File: src/rtl/sfc_pkg.sv
package sfc_pkg;

    localparam int NREG   = 8;
    localparam int STAT_W = 7;

    localparam int IX_CTRL  = 0;
    localparam int IX_STAT  = 1;
    localparam int IX_MSET  = 2;
    localparam int IX_MCLR  = 3;
    localparam int IX_MASK  = 4;
    localparam int IX_ENA   = 5;
    localparam int IX_TXTHR = 6;
    localparam int IX_RXTHR = 7;

    localparam logic [7:0] REG_OFF [NREG] = '{
        8'h00, 8'h04, 8'h08, 8'h0C, 8'h10, 8'h14, 8'h28, 8'h2C
    };

    localparam int ST_RX_THR  = 0;
    localparam int ST_TX_LOW  = 2;
    localparam int ST_TX_FULL = 3;
    localparam int ST_RX_NE   = 4;
    localparam int ST_RX_FULL = 5;

    typedef struct packed {
        logic       flash_if;
        logic       man_start;
        logic       man_cs;
        logic [3:0] sel_n;
        logic [1:0] wwidth;
        logic [2:0] baud;
        logic       pha;
        logic       pol;
        logic       master;
    } ctrl_t;

    localparam ctrl_t CTRL_RST = '{
        flash_if: 1'b1, man_start: 1'b0, man_cs: 1'b0, sel_n: 4'hF,
        wwidth: 2'd0, baud: 3'd1, pha: 1'b0, pol: 1'b0, master: 1'b1
    };

    function automatic logic [31:0] ctrl_to_word(input ctrl_t c);
        logic [31:0] w;
        w        = '0;
        w[0]     = c.master;
        w[1]     = c.pol;
        w[2]     = c.pha;
        w[5:3]   = c.baud;
        w[7:6]   = c.wwidth;
        w[13:10] = c.sel_n;
        w[14]    = c.man_cs;
        w[15]    = c.man_start;
        w[31]    = c.flash_if;
        return w;
    endfunction

    function automatic ctrl_t word_to_ctrl(input logic [31:0] w);
        ctrl_t c;
        c.master    = w[0];
        c.pol       = w[1];
        c.pha       = w[2];
        c.baud      = w[5:3];
        c.wwidth    = w[7:6];
        c.sel_n     = w[13:10];
        c.man_cs    = w[14];
        c.man_start = w[15];
        c.flash_if  = w[31];
        return c;
    endfunction

endpackage

File: src/rtl/sfc_addr_dec.sv
module sfc_addr_dec
    import sfc_pkg::*;
#(
    parameter int ADDR_W = 8
) (
    input  logic [ADDR_W-1:0] addr,
    output logic [NREG-1:0]   sel
);

    for (genvar i = 0; i < NREG; i++) begin : g_hit
        assign sel[i] = (addr == ADDR_W'(REG_OFF[i]));
    end

endmodule

File: src/rtl/sfc_ctrl_regs.sv
module sfc_ctrl_regs
    import sfc_pkg::*;
#(
    parameter int LVL_W = 7
) (
    input  logic             clk,
    input  logic             rst_n,
    input  logic             wr_en,
    input  logic [NREG-1:0]  sel,
    input  logic [31:0]      wdata,
    output ctrl_t            ctrl_q,
    output logic             en_q,
    output logic [LVL_W-1:0] txthr_q,
    output logic [LVL_W-1:0] rxthr_q
);

    always_ff @(posedge clk or negedge rst_n) begin
        if (!rst_n) begin
            ctrl_q  <= CTRL_RST;
            en_q    <= 1'b0;
            txthr_q <= LVL_W'(1);
            rxthr_q <= LVL_W'(1);
        end else if (wr_en) begin
            if (sel[IX_CTRL])  ctrl_q  <= word_to_ctrl(wdata);
            if (sel[IX_ENA])   en_q    <= wdata[0];
            if (sel[IX_TXTHR]) txthr_q <= wdata[LVL_W-1:0];
            if (sel[IX_RXTHR]) rxthr_q <= wdata[LVL_W-1:0];
        end
    end

    // a write that hits no register leaves all configuration untouched
    a_r11_undef_write_ignored: assert property (@(posedge clk) disable iff (!rst_n)
        (wr_en && sel == '0) |=> ($stable(ctrl_q) && $stable(en_q)
                                  && $stable(txthr_q) && $stable(rxthr_q)));

    // enable follows bit 0 of its write
    a_r4_enable_follows: assert property (@(posedge clk) disable iff (!rst_n)
        (wr_en && sel[IX_ENA]) |=> (en_q == $past(wdata[0])));

endmodule

File: src/rtl/sfc_irq_unit.sv
module sfc_irq_unit
    import sfc_pkg::*;
#(
    parameter int FIFO_DEPTH = 64,
    parameter int LVL_W      = 7
) (
    input  logic              clk,
    input  logic              rst_n,
    input  logic              wr_en,
    input  logic [NREG-1:0]   sel,
    input  logic [STAT_W-1:0] wdata,
    input  logic [LVL_W-1:0]  tx_level,
    input  logic [LVL_W-1:0]  rx_level,
    input  logic [LVL_W-1:0]  txthr,
    input  logic [LVL_W-1:0]  rxthr,
    output logic [STAT_W-1:0] status_q,
    output logic [STAT_W-1:0] mask_q,
    output logic              irq
);

    localparam logic [LVL_W-1:0] FULL_LVL = LVL_W'(FIFO_DEPTH);

    logic [STAT_W-1:0] cond;
    logic              clr_hit;
    logic              set_hit;
    logic              mclr_hit;

    assign clr_hit  = wr_en && sel[IX_STAT];
    assign set_hit  = wr_en && sel[IX_MSET];
    assign mclr_hit = wr_en && sel[IX_MCLR];

    always_comb begin
        cond             = '0;
        cond[ST_RX_THR]  = (rx_level >= rxthr);
        cond[ST_TX_LOW]  = (tx_level < txthr);
        cond[ST_TX_FULL] = (tx_level == FULL_LVL);
        cond[ST_RX_NE]   = (rx_level != '0);
        cond[ST_RX_FULL] = (rx_level == FULL_LVL);
    end

    for (genvar i = 0; i < STAT_W; i++) begin : g_stat
        logic bit_q;
        always_ff @(posedge clk or negedge rst_n) begin
            if (!rst_n)                   bit_q <= 1'b0;
            else if (clr_hit && wdata[i]) bit_q <= 1'b0;
            else if (cond[i])             bit_q <= 1'b1;
        end
        assign status_q[i] = bit_q;
    end

    always_ff @(posedge clk or negedge rst_n) begin
        if (!rst_n)        mask_q <= '0;
        else if (set_hit)  mask_q <= mask_q | wdata;
        else if (mclr_hit) mask_q <= mask_q & ~wdata;
    end

    assign irq = |(status_q & mask_q);

    // every bit written as one into the set register is set afterwards
    a_r5_mask_set: assert property (@(posedge clk) disable iff (!rst_n)
        set_hit |=> ((mask_q & $past(wdata)) == $past(wdata)));

    // every bit written as one into the clear register is clear afterwards
    a_r6_mask_clear: assert property (@(posedge clk) disable iff (!rst_n)
        mclr_hit |=> ((mask_q & $past(wdata)) == '0));

    // a clear write wins on its own edge
    a_r9_clear_wins: assert property (@(posedge clk) disable iff (!rst_n)
        clr_hit |=> ((status_q & $past(wdata)) == '0));

    // without a clear write no status bit falls
    a_r8_sticky: assert property (@(posedge clk) disable iff (!rst_n)
        !clr_hit |=> ((status_q & $past(status_q)) == $past(status_q)));

    // an interrupt needs at least one enabled source
    a_r10_irq_needs_mask: assert property (@(posedge clk) disable iff (!rst_n)
        irq |-> (mask_q != '0));

endmodule

File: src/rtl/sfc_csr_top.sv
module sfc_csr_top
    import sfc_pkg::*;
#(
    parameter int ADDR_W     = 8,
    parameter int FIFO_DEPTH = 64,
    localparam int LVL_W     = $clog2(FIFO_DEPTH + 1)
) (
    input  logic              clk,
    input  logic              rst_n,
    input  logic              wr_en,
    input  logic [ADDR_W-1:0] addr,
    input  logic [31:0]       wdata,
    output logic [31:0]       rdata,
    input  logic [LVL_W-1:0]  tx_level,
    input  logic [LVL_W-1:0]  rx_level,
    output logic              ctl_enable,
    output logic              master_mode,
    output logic              clk_pol,
    output logic              clk_pha,
    output logic [2:0]        baud_code,
    output logic [1:0]        word_width,
    output logic [3:0]        ss_n,
    output logic              manual_cs,
    output logic              manual_start,
    output logic              flash_if_mode,
    output logic              irq
);

    logic [NREG-1:0]   sel;
    ctrl_t             ctrl_q;
    logic              en_q;
    logic [LVL_W-1:0]  txthr_q;
    logic [LVL_W-1:0]  rxthr_q;
    logic [STAT_W-1:0] status_q;
    logic [STAT_W-1:0] mask_q;

    sfc_addr_dec #(.ADDR_W(ADDR_W)) u_dec (
        .addr (addr),
        .sel  (sel)
    );

    sfc_ctrl_regs #(.LVL_W(LVL_W)) u_ctrl (
        .clk     (clk),
        .rst_n   (rst_n),
        .wr_en   (wr_en),
        .sel     (sel),
        .wdata   (wdata),
        .ctrl_q  (ctrl_q),
        .en_q    (en_q),
        .txthr_q (txthr_q),
        .rxthr_q (rxthr_q)
    );

    sfc_irq_unit #(.FIFO_DEPTH(FIFO_DEPTH), .LVL_W(LVL_W)) u_irq (
        .clk      (clk),
        .rst_n    (rst_n),
        .wr_en    (wr_en),
        .sel      (sel),
        .wdata    (wdata[STAT_W-1:0]),
        .tx_level (tx_level),
        .rx_level (rx_level),
        .txthr    (txthr_q),
        .rxthr    (rxthr_q),
        .status_q (status_q),
        .mask_q   (mask_q),
        .irq      (irq)
    );

    always_comb begin
        rdata = '0;
        if (sel[IX_CTRL])  rdata = ctrl_to_word(ctrl_q);
        if (sel[IX_STAT])  rdata = 32'(status_q);
        if (sel[IX_MASK])  rdata = 32'(mask_q);
        if (sel[IX_ENA])   rdata = 32'(en_q);
        if (sel[IX_TXTHR]) rdata = 32'(txthr_q);
        if (sel[IX_RXTHR]) rdata = 32'(rxthr_q);
    end

    assign ctl_enable    = en_q;
    assign master_mode   = ctrl_q.master;
    assign clk_pol       = ctrl_q.pol;
    assign clk_pha       = ctrl_q.pha;
    assign baud_code     = ctrl_q.baud;
    assign word_width    = ctrl_q.wwidth;
    assign ss_n          = ctrl_q.sel_n;
    assign manual_cs     = ctrl_q.man_cs;
    assign manual_start  = ctrl_q.man_start;
    assign flash_if_mode = ctrl_q.flash_if;

endmodule

File: config.mk
export PLATFORM = sky130hd
export DESIGN_NAME = sfc_csr_top
export DESIGN_NICKNAME = d
export VERILOG_FILES = /design/src/rtl/sfc_pkg.sv /design/src/rtl/sfc_addr_dec.sv /design/src/rtl/sfc_ctrl_regs.sv /design/src/rtl/sfc_irq_unit.sv /design/src/rtl/sfc_csr_top.sv
export SDC_FILE = /design/constraint.sdc
export NUM_CORES = 1
export LEC_CHECK = 0
export BUFFER_PORTS_ARGS = -buffer_cell sky130_fd_sc_hd__buf_2
export CAP_MARGIN = 20
export CORE_ASPECT_RATIO = 0.6
export CORE_MARGIN = 2
export CORE_UTILIZATION = 41
export DETAILED_ROUTE_END_ITERATION = 6
export HOLD_SLACK_MARGIN = 0.03
export PLACE_DENSITY = 0.78
export SYNTH_ARGS = -nofsm -noshare
export SYNTH_HDL_FRONTEND = slang
export SYNTH_SLANG_ARGS = --single-unit
File: constraint.sdc
create_clock -name clk -period 4.14 [get_ports clk]
set_clock_uncertainty 0.2 [all_clocks]
set_input_delay 0.414 -clock clk [delete_from_list [all_inputs] [get_ports clk]]
set_output_delay 0.414 -clock clk [all_outputs]
set_load 0.005 [all_outputs]
==> impl_metrics.ini <==
[critical_path]
ff2ff_setup_slack_ns = 2.44
end_kind = output pin
crit_family = simple AND/OR/NAND/NOR gates
r2r-end = u_irq.g_stat[0].bit_q
worst_ep_arrival_time_ns = 2.09
crit_top_cell = buf_2
rr_startpoint = u_ctrl.rxthr_q[2]
crit_fanout = 8
path_cells = buf_2, nor4_4, nand2_1, nor2_1, and2_1, buf_2
path_class = input port to output pin
cp_num_buf_inv = 2
critPathLaunchType = input port
cp_slowest_cell = nor4_4
max_stage_delay_ns = 0.54
r2r_cells = 6
crit_required_ns = 3.53

[logic_synthesis]
syn_avg_cell_area_um2 = 11.1
synthCells = 231
async_flop_share_pct = 100
synth_seq_cells = 42
synth.distinct_cells = 47
ys_warn_count = 0
ys_seq_area_share_pct = 41.3
synth_edf_count = 0
synth_ff_type = dfrtp_1
synth_area_um2 = 2570

[sta]
hold-worst-slack_ns = 0.0519
min_period_over_period_pct = 65.3
final-hold-violation-count = 0
timing.setup.tns_ns = 0
fin_crit_ns = 2.70
slew_headroom_pct = 36.7
fmax_mhz = 370
setup_viol = 0
rsz0062_at_grt = no
tightest_slew_ns = 0.949
slew_viol_final = 0

[route]
wl_met1_mm = 3.05
ant_nets = 0
dr_wl_met2_mm = 2.76
routed_wl_mm = 6.43
wl_met3_um = 543
viasPerCell = 5.21
highest_layer = met4
drc_errors = 0
route.vias.total = 2016
first_pass_iters = 5
wl_per_cell_um = 16.6
drtIter0Drc = 108

[min_path]
worstHoldPathType = input port to async pin

[global_route]
grt-ovfl-total = 0
first_global_vias = 1946
grt_max_degree = 43
grtUsageTotal_pct = 19.3
antenna_found_initial = 0
grt_pass1_wl_mm = 9.98

[run]
drv_cap = 0

[final_layout]
layout_common_cells = buf_2 (71), dfrtp_1 (33), mux2_2 (32), nand2_1 (20), conb_1 (17)
layout_commonest_cell = buf_2
layout.nets = 372
syn2layout_area_growth_pct = 18.1
fin_cells = 387
fillers = 573
insertedDiodeCount = 0
drive_gt1_share_pct = 45.2
final_core_util_pct = 49.9

[clock_network]
clock_path_buffers = 2
holdBufCountCts = 0
clock_latency_ns = 0.30
clkSlewWorstSetupHoldPaths_ns = 0.08
cts_tree = yes
clock-root-buffer = clkbuf_8
ctsResizeCount = 0
post-cts-setup-buffers = 0
cts_inserted_buffers = 5
clock_sinks = 42
htreeDepth = 2

[placed_design]
routabilityCongestion = 0.858
dp_hpwl_mm = 5.04
dpl.cell_count = 379
port_buffers = 71

[die]
ioPinCount = 106
coreArea_um2 = 6080
die_h_um = 65.3
die_w_um = 106
dieArea_um2 = 6940
rows = 22
start_util_pct = 42.2

[pwr]
vdd_drop_max_mv = 0.122
powerDensity_nw_per_um2 = 298
finalPower_uw = 903
power_leakage_nw = 1.54

[outcome]
status = completed
[Yosys cell counts (4+ instances only)]
master    n  area (um^2)
a21oi_1   7         35.0
a22oi_1   5         37.5
and2_1    8         50.1
buf_4    17          128
dfrtp_1  33          826
dfstp_2   9          236
ha_1     13          163
inv_1    15         56.3
mux2_2   32          360
mux2_4    7          105
mux2i_1   4         40.0
nand2_1  20         75.1
nor2_1    6         22.5
nor3_1    5         25.0
[metrics by stage]
stage	instance area [um^2]	worst slack (ns)
final	3040	1.44
after floorplan	2630	2.09
after detailed placement	2930	1.39
after global routing	3040	1.24
after global placement	2930	1.41
after CTS	3040	1.38
[where the power goes]
group | leakage (nW) | total [mW] | internal [mW] | switching [mW]
Clock | 0.0514 | 0.326 | 0.180 | 0.147
Combinational | 0.958 | 0.125 | 0.0578 | 0.0667
Sequential | 0.531 | 0.452 | 0.435 | 0.0180
Total | 1.54 | 0.903 | 0.672 | 0.231
[layer usage]
metal  GRT usage [%]  up-vias
met1            27.2      979
met3            6.15       10
met2            28.4       85
met5               0        -
li1                -      942
met4            5.43        0
[final cells by class]
type | count | area (um^2) | share of cell area (%)
timing repair buffer | 72 | 363 | 12.0
tap | 84 | 105 | 3.46
clock buffer | 6 | 72.6 | 2.39
clock inverter | 2 | 37.5 | 1.24
multi-input combinational | 166 | 1340 | 44.1
sequential | 42 | 1060 | 35.0
inverter | 15 | 56.3 | 1.85
[cells by family (layout without fill, tap and decap cells)]
logic type,count (synthesis),in the layout,share of synthesized area (%)
flops,42,42,41.3
other cells,1,17,0.146
mux,43,43,19.7
compound gates,34,34,9.84
buf+inv,39,95,8.91
simple gates,59,59,13.8
fa+ha+maj,13,13,6.33
[how the worst max path moves through the flow]
stage / start / to / slack, ns / cells past startpoint
6_report: addr[5] / rdata[13] / 1.44 / 6
3_5_place_dp: addr[5] / rdata[12] / 1.39 / 6
5_1_grt: addr[5] / rdata[13] / 1.24 / 6
3_3_place_gp: addr[5] / rdata[12] / 1.41 / 6
2_1_floorplan: addr[3] / rdata[10] / 2.09 / 4
4_1_cts: addr[5] / rdata[12] / 1.38 / 6
No activity file was read; power rests on OpenSTA's default activity.
